--- src/rtl/uart_irq_pkg.sv ---
package uart_irq_pkg;
  localparam int NSRC   = 5;
  localparam int NEN    = 4;
  localparam int NMDM   = 4;
  localparam int EN_LINE = 0;
  localparam int EN_RX   = 1;
  localparam int EN_TX   = 2;
  localparam int EN_MDM  = 3;

  typedef enum logic [2:0] {
    SRC_NONE = 3'd0,
    SRC_LINE = 3'd1,
    SRC_RXD  = 3'd2,
    SRC_TMO  = 3'd3,
    SRC_TX   = 3'd4,
    SRC_MDM  = 3'd5
  } src_e;

  typedef struct packed {
    logic mdm;
    logic tx;
    logic tmo;
    logic rxd;
    logic line;
  } pend_t;

  // Low nibble of the identification byte for a granted cause.
  function automatic logic [3:0] id_nibble(input src_e s);
    case (s)
      SRC_LINE: id_nibble = 4'b0110;
      SRC_RXD:  id_nibble = 4'b0100;
      SRC_TMO:  id_nibble = 4'b1100;
      SRC_TX:   id_nibble = 4'b0010;
      SRC_MDM:  id_nibble = 4'b0000;
      default:  id_nibble = 4'b0001;
    endcase
  endfunction

  function automatic logic [7:0] id_byte(input src_e s, input logic fifo);
    id_byte = {fifo, fifo, 2'b00, id_nibble(s)};
  endfunction
endpackage

--- src/rtl/uart_irq_sources.sv ---
module uart_irq_sources
  import uart_irq_pkg::*;
#(
  parameter int MDM_W = NMDM
) (
  input  logic             clk,
  input  logic             rst_n,
  input  logic             fifo_mode,
  input  logic             line_err,
  input  logic             rx_full,
  input  logic             rx_trig,
  input  logic             rx_tmo,
  input  logic             tx_space,
  input  logic [MDM_W-1:0] mdm_lines,
  input  logic             rd_lsr,
  input  logic             rd_rbr,
  input  logic             wr_thr,
  input  logic             rd_msr,
  input  logic             rx_fifo_reset,
  input  logic             tx_ack_rd,
  output pend_t            pend
);
  logic             full_d, trig_d, space_d;
  logic [MDM_W-1:0] mdm_d;
  logic             full_rise, trig_rise, space_rise;
  logic [MDM_W-1:0] mdm_chg_bit;
  logic             mdm_chg;
  logic             line_q, rxd_q, tmo_q, tx_q, mdm_q;

  assign full_rise  = rx_full  & ~full_d;
  assign trig_rise  = rx_trig  & ~trig_d;
  assign space_rise = tx_space & ~space_d;

  for (genvar g = 0; g < MDM_W; g++) begin : g_mdm
    assign mdm_chg_bit[g] = mdm_lines[g] ^ mdm_d[g];
  end
  assign mdm_chg = |mdm_chg_bit;

  always_ff @(posedge clk or negedge rst_n) begin
    if (!rst_n) begin
      full_d  <= 1'b0;
      trig_d  <= 1'b0;
      space_d <= 1'b0;
      mdm_d   <= '0;
      line_q  <= 1'b0;
      rxd_q   <= 1'b0;
      tmo_q   <= 1'b0;
      tx_q    <= 1'b0;
      mdm_q   <= 1'b0;
    end else begin
      full_d  <= rx_full;
      trig_d  <= rx_trig;
      space_d <= tx_space;
      mdm_d   <= mdm_lines;
      line_q  <= line_err | (line_q & ~rd_lsr);
      if (fifo_mode)
        rxd_q <= rx_trig & ~rx_fifo_reset & (rxd_q | trig_rise);
      else
        rxd_q <= full_rise | (rxd_q & ~rd_rbr);
      tmo_q   <= fifo_mode & ~(rd_rbr | rx_fifo_reset) & (rx_tmo | tmo_q);
      tx_q    <= space_rise | (tx_q & ~(wr_thr | tx_ack_rd));
      mdm_q   <= mdm_chg | (mdm_q & ~rd_msr);
    end
  end

  assign pend = '{mdm: mdm_q, tx: tx_q, tmo: tmo_q, rxd: rxd_q, line: line_q};

  a_r4_line_sticky: assert property (@(posedge clk) disable iff (!rst_n)
    line_q && !rd_lsr |=> line_q);
  a_r4_set_wins: assert property (@(posedge clk) disable iff (!rst_n)
    line_err |=> line_q);
  a_r4_line_clear: assert property (@(posedge clk) disable iff (!rst_n)
    rd_lsr && !line_err |=> !line_q);
  a_r7_tmo_fifo_only: assert property (@(posedge clk) disable iff (!rst_n)
    !fifo_mode |=> !tmo_q);
  a_r8_tx_write_clear: assert property (@(posedge clk) disable iff (!rst_n)
    wr_thr && !space_rise |=> !tx_q);
  a_r11_mdm_set: assert property (@(posedge clk) disable iff (!rst_n)
    mdm_chg |=> mdm_q);
endmodule

--- src/rtl/uart_irq_prio_enc.sv ---
module uart_irq_prio_enc
  import uart_irq_pkg::*;
(
  input  logic            clk,
  input  logic            rst_n,
  input  pend_t           pend,
  input  logic [NEN-1:0]  en,
  output logic [NSRC-1:0] grant,
  output src_e            src,
  output logic            any
);
  logic [NSRC-1:0] req;

  // Index 0 is the most urgent cause.
  assign req[0] = pend.line & en[EN_LINE];
  assign req[1] = pend.rxd  & en[EN_RX];
  assign req[2] = pend.tmo  & en[EN_RX];
  assign req[3] = pend.tx   & en[EN_TX];
  assign req[4] = pend.mdm  & en[EN_MDM];

  always_comb begin
    grant = '0;
    for (int i = 0; i < NSRC; i++)
      if (req[i] && grant == '0) grant[i] = 1'b1;
  end

  always_comb begin
    src = SRC_NONE;
    for (int i = 0; i < NSRC; i++)
      if (grant[i]) src = src_e'(3'(i + 1));
  end

  assign any = |grant;

  a_r3_grant_onehot: assert property (@(posedge clk) disable iff (!rst_n)
    $onehot0(grant));
  a_r12_line_masked: assert property (@(posedge clk) disable iff (!rst_n)
    !en[EN_LINE] |-> !grant[0]);
  a_r3_line_first: assert property (@(posedge clk) disable iff (!rst_n)
    req[0] |-> grant[0]);
endmodule

--- src/rtl/uart_irq_ident.sv ---
module uart_irq_ident
  import uart_irq_pkg::*;
(
  input  logic       clk,
  input  logic       rst_n,
  input  logic       fifo_mode,
  input  logic [3:0] src_en,
  input  logic       line_err,
  input  logic       rx_full,
  input  logic       rx_trig,
  input  logic       rx_tmo,
  input  logic       tx_space,
  input  logic [3:0] mdm_lines,
  input  logic       rd_iir,
  input  logic       rd_lsr,
  input  logic       rd_rbr,
  input  logic       wr_thr,
  input  logic       rd_msr,
  input  logic       rx_fifo_reset,
  output logic [7:0] iir_data,
  output logic       irq
);
  pend_t           pend;
  logic [NSRC-1:0] grant;
  src_e            cur_src;
  logic            any_pend;
  logic            rd_d;
  logic            rd_start;
  logic            held_is_tx;
  logic            tx_ack_rd;
  logic [7:0]      iir_q;

  assign rd_start   = rd_iir & ~rd_d;
  assign held_is_tx = (iir_q[3:0] == id_nibble(SRC_TX));
  assign tx_ack_rd  = rd_start & held_is_tx;

  uart_irq_sources #(.MDM_W(NMDM)) u_src (
    .clk           (clk),
    .rst_n         (rst_n),
    .fifo_mode     (fifo_mode),
    .line_err      (line_err),
    .rx_full       (rx_full),
    .rx_trig       (rx_trig),
    .rx_tmo        (rx_tmo),
    .tx_space      (tx_space),
    .mdm_lines     (mdm_lines),
    .rd_lsr        (rd_lsr),
    .rd_rbr        (rd_rbr),
    .wr_thr        (wr_thr),
    .rd_msr        (rd_msr),
    .rx_fifo_reset (rx_fifo_reset),
    .tx_ack_rd     (tx_ack_rd),
    .pend          (pend)
  );

  uart_irq_prio_enc u_enc (
    .clk   (clk),
    .rst_n (rst_n),
    .pend  (pend),
    .en    (src_en),
    .grant (grant),
    .src   (cur_src),
    .any   (any_pend)
  );

  always_ff @(posedge clk or negedge rst_n) begin
    if (!rst_n) begin
      rd_d  <= 1'b0;
      iir_q <= 8'h01;
    end else begin
      rd_d <= rd_iir;
      if (!rd_iir) iir_q <= id_byte(cur_src, fifo_mode);
    end
  end

  assign iir_data = iir_q;
  assign irq      = any_pend;

  a_r1_pend_bit: assert property (@(posedge clk) disable iff (!rst_n)
    !rd_iir |=> (iir_data[0] == !$past(irq)));
  a_r10_read_hold: assert property (@(posedge clk) disable iff (!rst_n)
    rd_iir |=> $stable(iir_data));
  a_r9_tx_kept: assert property (@(posedge clk) disable iff (!rst_n)
    rd_start && !held_is_tx && pend.tx && !wr_thr |=> pend.tx);
  a_r9_tx_acked: assert property (@(posedge clk) disable iff (!rst_n)
    tx_ack_rd && !(tx_space && !$past(tx_space)) |=> !pend.tx);
endmodule

--- config.mk ---
export PLATFORM = sky130hd
export DESIGN_NAME = uart_irq_ident
export DESIGN_NICKNAME = d
export VERILOG_FILES = /design/src/rtl/uart_irq_pkg.sv /design/src/rtl/uart_irq_sources.sv /design/src/rtl/uart_irq_prio_enc.sv /design/src/rtl/uart_irq_ident.sv
export SDC_FILE = /design/constraint.sdc
export NUM_CORES = 1
export LEC_CHECK = 0
export ABC_CLOCK_PERIOD_IN_PS = 1200
export BUFFER_PORTS_ARGS = -buffer_cell sky130_fd_sc_hd__clkbuf_2
export CELL_PAD_IN_SITES_DETAIL_PLACEMENT = 1
export CELL_PAD_IN_SITES_GLOBAL_PLACEMENT = 1
export CORE_UTILIZATION = 34
export DETAILED_ROUTE_END_ITERATION = 8
export GPL_TIMING_DRIVEN = 0
export PLACE_DENSITY = 0.81
export SLEW_MARGIN = 5
export SYNTH_ARGS = -nofsm -noshare
export SYNTH_HDL_FRONTEND = slang
export SYNTH_SLANG_ARGS = --single-unit
--- constraint.sdc ---
create_clock -name clk -period 1.2 [get_ports clk]
set_input_delay 0.12 -clock clk [delete_from_list [all_inputs] [get_ports clk]]
set_output_delay 0.12 -clock clk [all_outputs]
set_load 0.05 [all_outputs]
Word-level counts from Yosys, hierarchy flattened. Cells that the tools add are included.

Input bits: 22. Output and inout port bits: 9. Bits in registers: 18. Logic and storage cells: 79.

Bitwise operators: 41. Reduce and logical (&&, ||, !) cells: 9. Multiplexer cells: 12. Equal/unequal tests: 6.

Operators with widths (count): 4-bit case mux with 5 select lines (1); 1-bit AND (18); 1-bit NOT (11); 1-bit bitwise OR (8); 1-bit two-way mux (7); 3-bit by 2-bit equality test with 1-bit output (second input constant) (2); 3-bit equality test (second input constant) (2); 3-bit two-way mux (2); 5-bit OR reduction (1); 4-bit by 2-bit equality test with 1-bit output (second input constant) (1); 1-bit logical AND (4); 4-bit zero test (1); 2-bit two-way mux (2); 4-bit OR reduction (1); 1-bit XOR (4); 3-bit by 1-bit equality test with 1-bit output (second input constant) (1); 3-bit zero test (1); 2-bit zero test (1).

Longest topological paths before layout. Gate-level depths: netlist (run 1).

Depth after elaboration: 17. Mapped depth: 3. Gate-level depth less buffers: 3.

Modules after synthesis. Synthesis (run 1) repeated with hierarchy kept, for this count alone.

Cells, all modules: 83. Area total of the unflattened synthesis: 892.1 µm².

By module, submodules not included: uart_irq_sources (sequential area each 300.3 µm², area an instance 470.5 µm², cells an instance 38, instances 1); uart_irq_ident (sequential area each 151.4 µm², area an instance 330.3 µm², cells an instance 29, instances 1); uart_irq_prio_enc (sequential area each 0.0 µm², area an instance 91.3 µm², cells an instance 16, instances 1).

Least setup slack after synthesis (run 1). Ideal clock, no wire load.

Path kind: flip-flop to flip-flop. From: register iir_q[1], in the netlist iir_data[1]. To: register u_src.tx_q. Data arrival time: 1.195 ns. Period minus slack after synthesis: 1.316 ns. Path buffers: 0. Stages on the path, launching flop included: 4. Setup time: 0.122 ns. Path slack: -0.116 ns. Required time: 1.078 ns. Path through: dfrtp_1 nor4b_4 nand2_1 a32o_1.

Longest elaborated chain between the ends: 6.

RTL lines: start: declaration (line uart_irq_ident.sv:31) `logic [7:0] iir_q;`; start signal: assignment (line uart_irq_ident.sv:72) `if (!rd_iir) iir_q <= id_byte(cur_src, fifo_mode);`; 4-bit by 2-bit equality test with 1-bit output (line uart_irq_ident.sv:34) `assign held_is_tx = (iir_q[3:0] == id_nibble(SRC_TX));`; 1-bit AND (line uart_irq_ident.sv:35) `assign tx_ack_rd = rd_start & held_is_tx;`; 1-bit bitwise OR (line uart_irq_sources.sv:61) `tx_q <= space_rise | (tx_q & ~(wr_thr | tx_ack_rd));`; 1-bit NOT (line uart_irq_sources.sv:61); 1-bit AND (line uart_irq_sources.sv:61); 1-bit bitwise OR (line uart_irq_sources.sv:61); end signal: assignment (line uart_irq_sources.sv:61); end: declaration (line uart_irq_sources.sv:28) `logic line_q, rxd_q, tmo_q, tx_q, mdm_q;`.

No other way between the ends. A chain may end at the register's enable or synchronous reset.

Worst setup path after layout (run 1).
From: register u_src.tx_q. To: output irq.

Longest elaborated chain between the ends: 7.

RTL lines: 1-bit AND * (line uart_irq_prio_enc.sv:18) `assign req[3] = pend.tx & en[EN_TX];`; 1-bit logical AND * (line uart_irq_prio_enc.sv:24) `if (req[i] && grant == '0) grant[i] = 1'b1;`; 1-bit two-way mux * (line uart_irq_prio_enc.sv:24); 4-bit zero test (line uart_irq_prio_enc.sv:24); 1-bit logical AND (line uart_irq_prio_enc.sv:24); 1-bit two-way mux (line uart_irq_prio_enc.sv:24); 5-bit OR reduction * (line uart_irq_prio_enc.sv:33) `assign any = |grant;`; end: declaration (line uart_irq_ident.sv:21) `output logic irq`.

Every way passes the cells marked *; elsewhere a longest branch is shown, timed or not.

==> results.py, run 1 <==
metrics = {
    "status": {
        "outcome": "finished with violations",
        "violations": "negative setup slack",
    },
    "routing": {
        "route.detailed.drc": 0,
        "drt_iter0_markers": 3,
        "num_vias": 621,
        "wl_um": 1700,
        "ant_nets": 0,
        "routed_via_density": 4.57,
        "wire_per_inst_um": 12.5,
        "first_pass_iters": 4,
    },
    "sta": {
        "rsz0062_at_grt": "yes",
        "setup_viol": 2,
        "slew_violations": 0,
        "clock-skew-final_ns": 0.00198,
        "finalHoldViolCount": 0,
        "fin_ws_ns": -0.0994,
        "period_minus_slack_ns": 1.30,
        "timing.final.crit_share_pct": 108,
        "fmax_mhz": 770,
        "hold_ws_ns": 0.00745,
    },
    "placement": {
        "port_buffers": 28,
        "dp_hpwl_um": 1150,
        "dp.cells": 117,
        "place.gp.congestion": 0.786,
    },
    "clock_network": {
        "htree_num_levels": 1,
        "max-clock-path-buffers": 2,
        "cts_root_buffer": "clkbuf_4",
        "cts_sinks": 18,
        "clock_latency_ns": 0.29,
        "cts-buffers-inserted": 3,
        "clkSlewWorstSetupHoldPaths_ns": 0.11,
        "cts_tree": "yes",
    },
    "worst_hold_path": {
        "hold_depth": 2,
        "hp-class": "in -> reg",
    },
    "layout": {
        "layoutNonFillerInstCount": 136,
        "nets": 132,
        "n_antenna_cell": 0,
        "utilization_pct": 56.8,
        "fillers": 226,
        "area_delta_synth_final_pct": 54.6,
        "drive_gt1_share_pct": 46.8,
    },
    "synthesis": {
        "syn_area_um2": 736,
        "async_flop_share_pct": 100,
        "seq_area_frac_synth_pct": 61.4,
        "synthCells": 61,
        "synth_top_area_cell": "dfrtp_1",
        "yosysTopAreaCellShare_pct": 57.8,
        "yosysMostFrequentCell": "dfrtp_1",
        "synthFlopType": "dfrtp_1",
        "synth_common_cells": "dfrtp_1 (17), inv_1 (9), nand2_1 (4)",
        "synth_area_leaders": "dfrtp_1 (58%), inv_1 (4.6%), dfstp_2 (3.6%)",
        "synth_cell_types": 26,
        "ys_warn_count": 0,
        "synth-seq-cells": 18,
        "synth-edff-count": 0,
        "avgSynthCellArea_um2": 12.1,
    },
    "power_and_ir_drop": {
        "power_density_nw_per_um2": 1220,
        "peakVddDrop_v": 0.000710,
        "power.total_mw": 1.39,
        "power.leakage_nw": 0.568,
    },
    "die": {
        "die_x_um": 48.5,
        "start_util_pct": 36.8,
        "ios": 31,
        "die-height_um": 48.5,
        "core-area_um2": 2000,
        "die-area_um2": 2350,
        "row_count": 16,
    },
    "setup_path": {
        "r2r_end": "u_src.tx_q$_DFF_PN0_",
        "cp.arrival_ns": 1.18,
        "critPathMaxFanout": 2,
        "start_kind": "flop",
        "cp-endpoint": "irq",
        "rrSetupSlack_ns": 0.08,
        "critical_path_class": "reg -> out",
        "critPathCaptureType": "output pin",
        "rr_startpoint": "rd_d$_DFF_PN0_",
        "crit_required_ns": 1.08,
        "worstSetupStartpoint": "u_src.tx_q$_DFF_PN0_",
        "r2r.worst_path.cells": 3,
    },
    "global_route": {
        "antenna_found_initial": 0,
        "grt_start_max_net_pins": 19,
        "grtUsageTotal_pct": 17.2,
        "grt_pass1_wl_um": 3030,
        "grt_pass1_vias": 672,
        "globalRoute.totalOverflow": 0,
    },
    "flow_run": {
        "maxCapViolCount": 0,
    },
}
[layer usage]
metal | GRT usage, % | vias to the layer above | share of wire, %
met2 | 29.6 | 20 | 53
met1 | 19.8 | 293 | 41
li1 | - | 306 | -
met5 | 0 | - | 0
met4 | 9.80 | 0 | 1.2
met3 | 3.46 | 2 | 4.1
[power breakdown]
group          switching (mW)  internal [mW]
sequential             0.0306          0.651
combinational           0.182          0.154
clock                   0.190          0.185
total                   0.402          0.989
[how the worst min path moves through the flow]
stage / end / start
floorplan: iir_data[1]$_DFFE_PN0N_ / rst_n
global placement: u_src.space_d$_DFF_PN0_ / rst_n
detailed placement: u_src.space_d$_DFF_PN0_ / rst_n
CTS: u_src.line_q$_DFF_PN0_ / line_err
global route: u_src.line_q$_DFF_PN0_ / line_err
finish: u_src.line_q$_DFF_PN0_ / line_err
[layout make-up]
class / count / area (um2) / area share, %
flip-flops and latches: 18 / 455 / 40.0
plain buffers: 3 / 22.5 / 1.98
clock buffers: 4 / 36.3 / 3.19
repair buffers: 43 / 310 / 27.3
multi-input cells: 32 / 245 / 21.6
inverters: 9 / 33.8 / 2.97
well taps: 27 / 33.8 / 2.97
[critical path: stages (launching register included)]
cell and delay (ns):
dfrtp_1 0.41, a22oi_2 0.21, nand3_2 0.12, buf_8 0.16
[cell families (layout without fill, tap and decap cells)]
logic type / after synthesis / count (layout) / share of synthesized area, %
xor+xnor: 2 / 2 / 2.38
flops: 18 / 18 / 61.4
buf+inv: 12 / 59 / 7.65
mux: 1 / 1 / 1.53
simple gates: 12 / 12 / 11.4
other cells: 1 / 2 / 0.510
compound gates: 15 / 15 / 15.1
[registers in the layout, summed over array words and instances (netlist names)]
register       cells
u_src.mdm_q        1
u_src.trig_d       1
u_src.tmo_q        1
u_src.full_d       1
u_src.tx_q         1
u_src.rxd_q        1
u_src.line_q       1
u_src.space_d      1
u_src.mdm_d        4
rd_d               1
iir_data           5
[repair_timing]
action                                 in CTS  in global routing
endpoints found under the hold margin      25                  0
setup endpoints to repair                   2                  3
hold buffers                               10                  0
setup buffers                               5                  0
gates resized for setup                     7                  5
pin swaps                                   3                  2
[placed cells by master, fill, tap and decap left out, drive strengths merged]
cell         netlist  routed
xnor2              2       2
a21o               2       2
conb               1       2
dfstp              1       1
o21ai              2       2
clkbuf             0      30
inv                9       9
o31ai              1       1
nor2               1       1
o221a              1       1
mux2               1       1
dlygate4sd3        0      10
nand2              4       4
nor4b              2       2
a22oi              2       2
nand4b             1       1
a31oi              1       1
and2b              1       1
nand2b             1       1
a21oi              3       3
dfrtp             17      17
buf                3      10
a32o               2       2
nand3              2       2
a222oi             1       1
[through the flow]
step / instance area, um2 / setup slack (ns) / TNS [ns]
final: 1140 / -0.0994 / -0.102
after detailed placement: 917 / 0.0531 / 0
after global routing: 1140 / -0.156 / -0.187
after CTS: 1130 / -0.114 / -0.127
after floorplan: 743 / 0.0359 / 0
after global placement: 917 / 0.0337 / 0
No activity file was read; power rests on OpenSTA's default activity.
==> run 2, diff against run 1 <==
--- a/config.mk
+++ b/config.mk
@@ -11,7 +11,6 @@
 export CELL_PAD_IN_SITES_GLOBAL_PLACEMENT = 1
 export CORE_UTILIZATION = 34
 export DETAILED_ROUTE_END_ITERATION = 8
-export GPL_TIMING_DRIVEN = 0
 export PLACE_DENSITY = 0.81
 export SLEW_MARGIN = 5
 export SYNTH_ARGS = -nofsm -noshare
==> results.py, run 2 (same netlist as run 1, synthesis figures left out) <==
metrics = {
    "placement": {
        "dp_hpwl_um": 1170,
        "pre_cts_ws_ns": 0.115,
        "dp.cells": 115,
        "place.gp.congestion": 0.754,
        "port_buffers": 28,
    },
    "sta": {
        "timing.final.crit_share_pct": 107,
        "clock-skew-final_ns": 0.00111,
        "hold_ws_ns": 0.0116,
        "period_minus_slack_ns": 1.28,
        "rsz0062_at_grt": "yes",
        "setup_viol": 1,
        "slew_violations": 0,
        "fmax_mhz": 781,
        "fin_ws_ns": -0.0801,
        "finalHoldViolCount": 0,
    },
    "clock_network": {
        "clock_latency_ns": 0.28,
        "cts-buffers-inserted": 3,
        "clkSlewWorstSetupHoldPaths_ns": 0.10,
        "cts_sinks": 18,
        "cts_tree": "yes",
        "cts_root_buffer": "clkbuf_4",
        "htree_num_levels": 1,
        "max-clock-path-buffers": 2,
    },
    "routing": {
        "wl_um": 1810,
        "routed_via_density": 4.73,
        "first_pass_iters": 4,
        "num_vias": 639,
        "wire_per_inst_um": 13.4,
        "route.detailed.drc": 0,
        "drt_iter0_markers": 8,
        "ant_nets": 0,
    },
    "layout": {
        "fillers": 233,
        "layout_common_cells": "clkbuf_2 (26), dfrtp_1 (14), dlygate4sd3_1 (10), inv_1 (9), buf_4 (7)",
        "drive_gt1_share_pct": 45.4,
        "area_delta_synth_final_pct": 50.5,
        "multi_input_area_um2": 245,
        "n_antenna_cell": 0,
        "layoutNonFillerInstCount": 135,
        "nets": 131,
        "largest_register_ffs": 5,
        "layout.cells.most_common": "clkbuf_2",
        "seqCellArea_um2": 455,
    },
    "flow_run": {
        "maxCapViolCount": 0,
    },
    "power_and_ir_drop": {
        "power.switching_uw": 391,
        "seq_power_share_pct": 51.9,
        "swShare_pct": 29.8,
        "peakVddDrop_v": 0.000566,
        "power.total_mw": 1.31,
        "p_int_uw": 919,
        "p_comb_share_pct": 24.6,
        "clkPwrFrac_pct": 23.5,
        "power.leakage_nw": 0.551,
        "power_density_nw_per_um2": 1180,
    },
    "status": {
        "outcome": "finished with violations",
        "violations": "negative setup slack",
    },
    "global_route": {
        "antenna_found_initial": 0,
        "globalRoute.totalOverflow": 0,
        "grt_pass1_wl_um": 3150,
        "grtUsageTotal_pct": 18.4,
        "grt_start_max_net_pins": 19,
        "grt_pass1_vias": 675,
    },
    "setup_path": {
        "cp-endpoint": "irq",
        "critPathMaxFanout": 2,
        "r2r_end": "u_src.mdm_q$_DFF_PN0_",
        "worstSetupStartpoint": "u_src.tx_q$_DFF_PN0_",
        "critical_path_class": "reg -> out",
        "cp_slowest_stage_delay_ns": 0.40,
        "rrSetupSlack_ns": 0.08,
        "critPathCaptureType": "output pin",
        "start_kind": "flop",
        "crit_slowest_cell": "dfrtp_1",
        "r2r.worst_path.cells": 4,
        "rr_startpoint": "u_src.mdm_q$_DFF_PN0_",
        "crit_required_ns": 1.08,
        "path_cells": "a22oi_2 -> nand3_2 -> buf_8",
        "cp.arrival_ns": 1.16,
    },
    "die": {
        "start_util_pct": 36.8,
        "die_x_um": 48.5,
        "die-area_um2": 2350,
        "row_count": 16,
        "die-height_um": 48.5,
        "ios": 31,
        "core-area_um2": 2000,
    },
    "worst_hold_path": {
        "hp-class": "in -> reg",
    },
}
==> run 2: how the worst min path moves through the flow <==
stage,startpoint,to,slack [ns],depth (start not counted)
after global placement,rst_n,u_src.tx_q$_DFF_PN0_,0.08,1
final,line_err,u_src.line_q$_DFF_PN0_,0.01,2
after CTS,line_err,u_src.line_q$_DFF_PN0_,0.008,2
after detailed placement,rst_n,u_src.tx_q$_DFF_PN0_,0.09,1
after global routing,line_err,u_src.line_q$_DFF_PN0_,0.02,2
after floorplan,rst_n,iir_data[1]$_DFFE_PN0N_,-0.18,0
==> run 2: through the flow <==
| step | util, % | instance area (um2) | setup TNS (ns) |
|---|---|---|---|
| after global placement | 45.1 | 902 | 0 |
| after CTS | 54.6 | 1090 | -0.0890 |
| after global routing | 55.3 | 1110 | -0.152 |
| after floorplan | - | 743 | 0 |
| after detailed placement | 45.1 | 902 | 0 |
| final | 55.3 | 1110 | -0.0801 |
==> run 2: worst max-delay path, delay by kind of cell (launching register included) <==
family | cells | cell delay [ns]
buffers and inverters | 1 | 0.16
flip-flops | 1 | 0.40
AO/OA/AOI/OAI | 1 | 0.21
AND/OR/NAND/NOR | 1 | 0.10
==> run 2: power groups by stage <==
stage / Sequential [mW] / Clock, mW / Combinational [mW]
global route: 0.687 / 0.356 / 0.344
CTS: 0.680 / 0.326 / 0.313
global placement: 0.690 / 0 / 0.251
floorplan: 0.743 / 0 / 0.116
finish: 0.680 / 0.308 / 0.322
detailed placement: 0.692 / 0 / 0.255
==> run 2: area by class of cell <==
cell class | count | share of cell area (%)
clock buffers | 4 | 2.37
repair buffers | 45 | 28.2
multi-input cells | 32 | 22.1
inverters | 9 | 3.05
well taps | 27 | 3.05
flip-flops and latches | 18 | 41.1
==> run 2: layer usage <==
metal  GRT usage, %  part of all wire [%]  routed length (um)  up-vias
met3           3.46                   3.6                  66        6
met5              0                     0                   0        -
li1               -                     -                   -      299
met1           19.8                    41                 747      310
met2           32.9                    51                 921       24
met4           12.3                   4.1                  75        0
==> run 2: what timing repair did <==
item | 4_1_cts | 5_1_grt
pin swaps | 2 | 0
setup buffers | 5 | 1
hold endpoints to repair | 25 | 0
hold buffers | 10 | 0
endpoints found under the setup margin | 2 | 2
gates resized for setup | 6 | 3
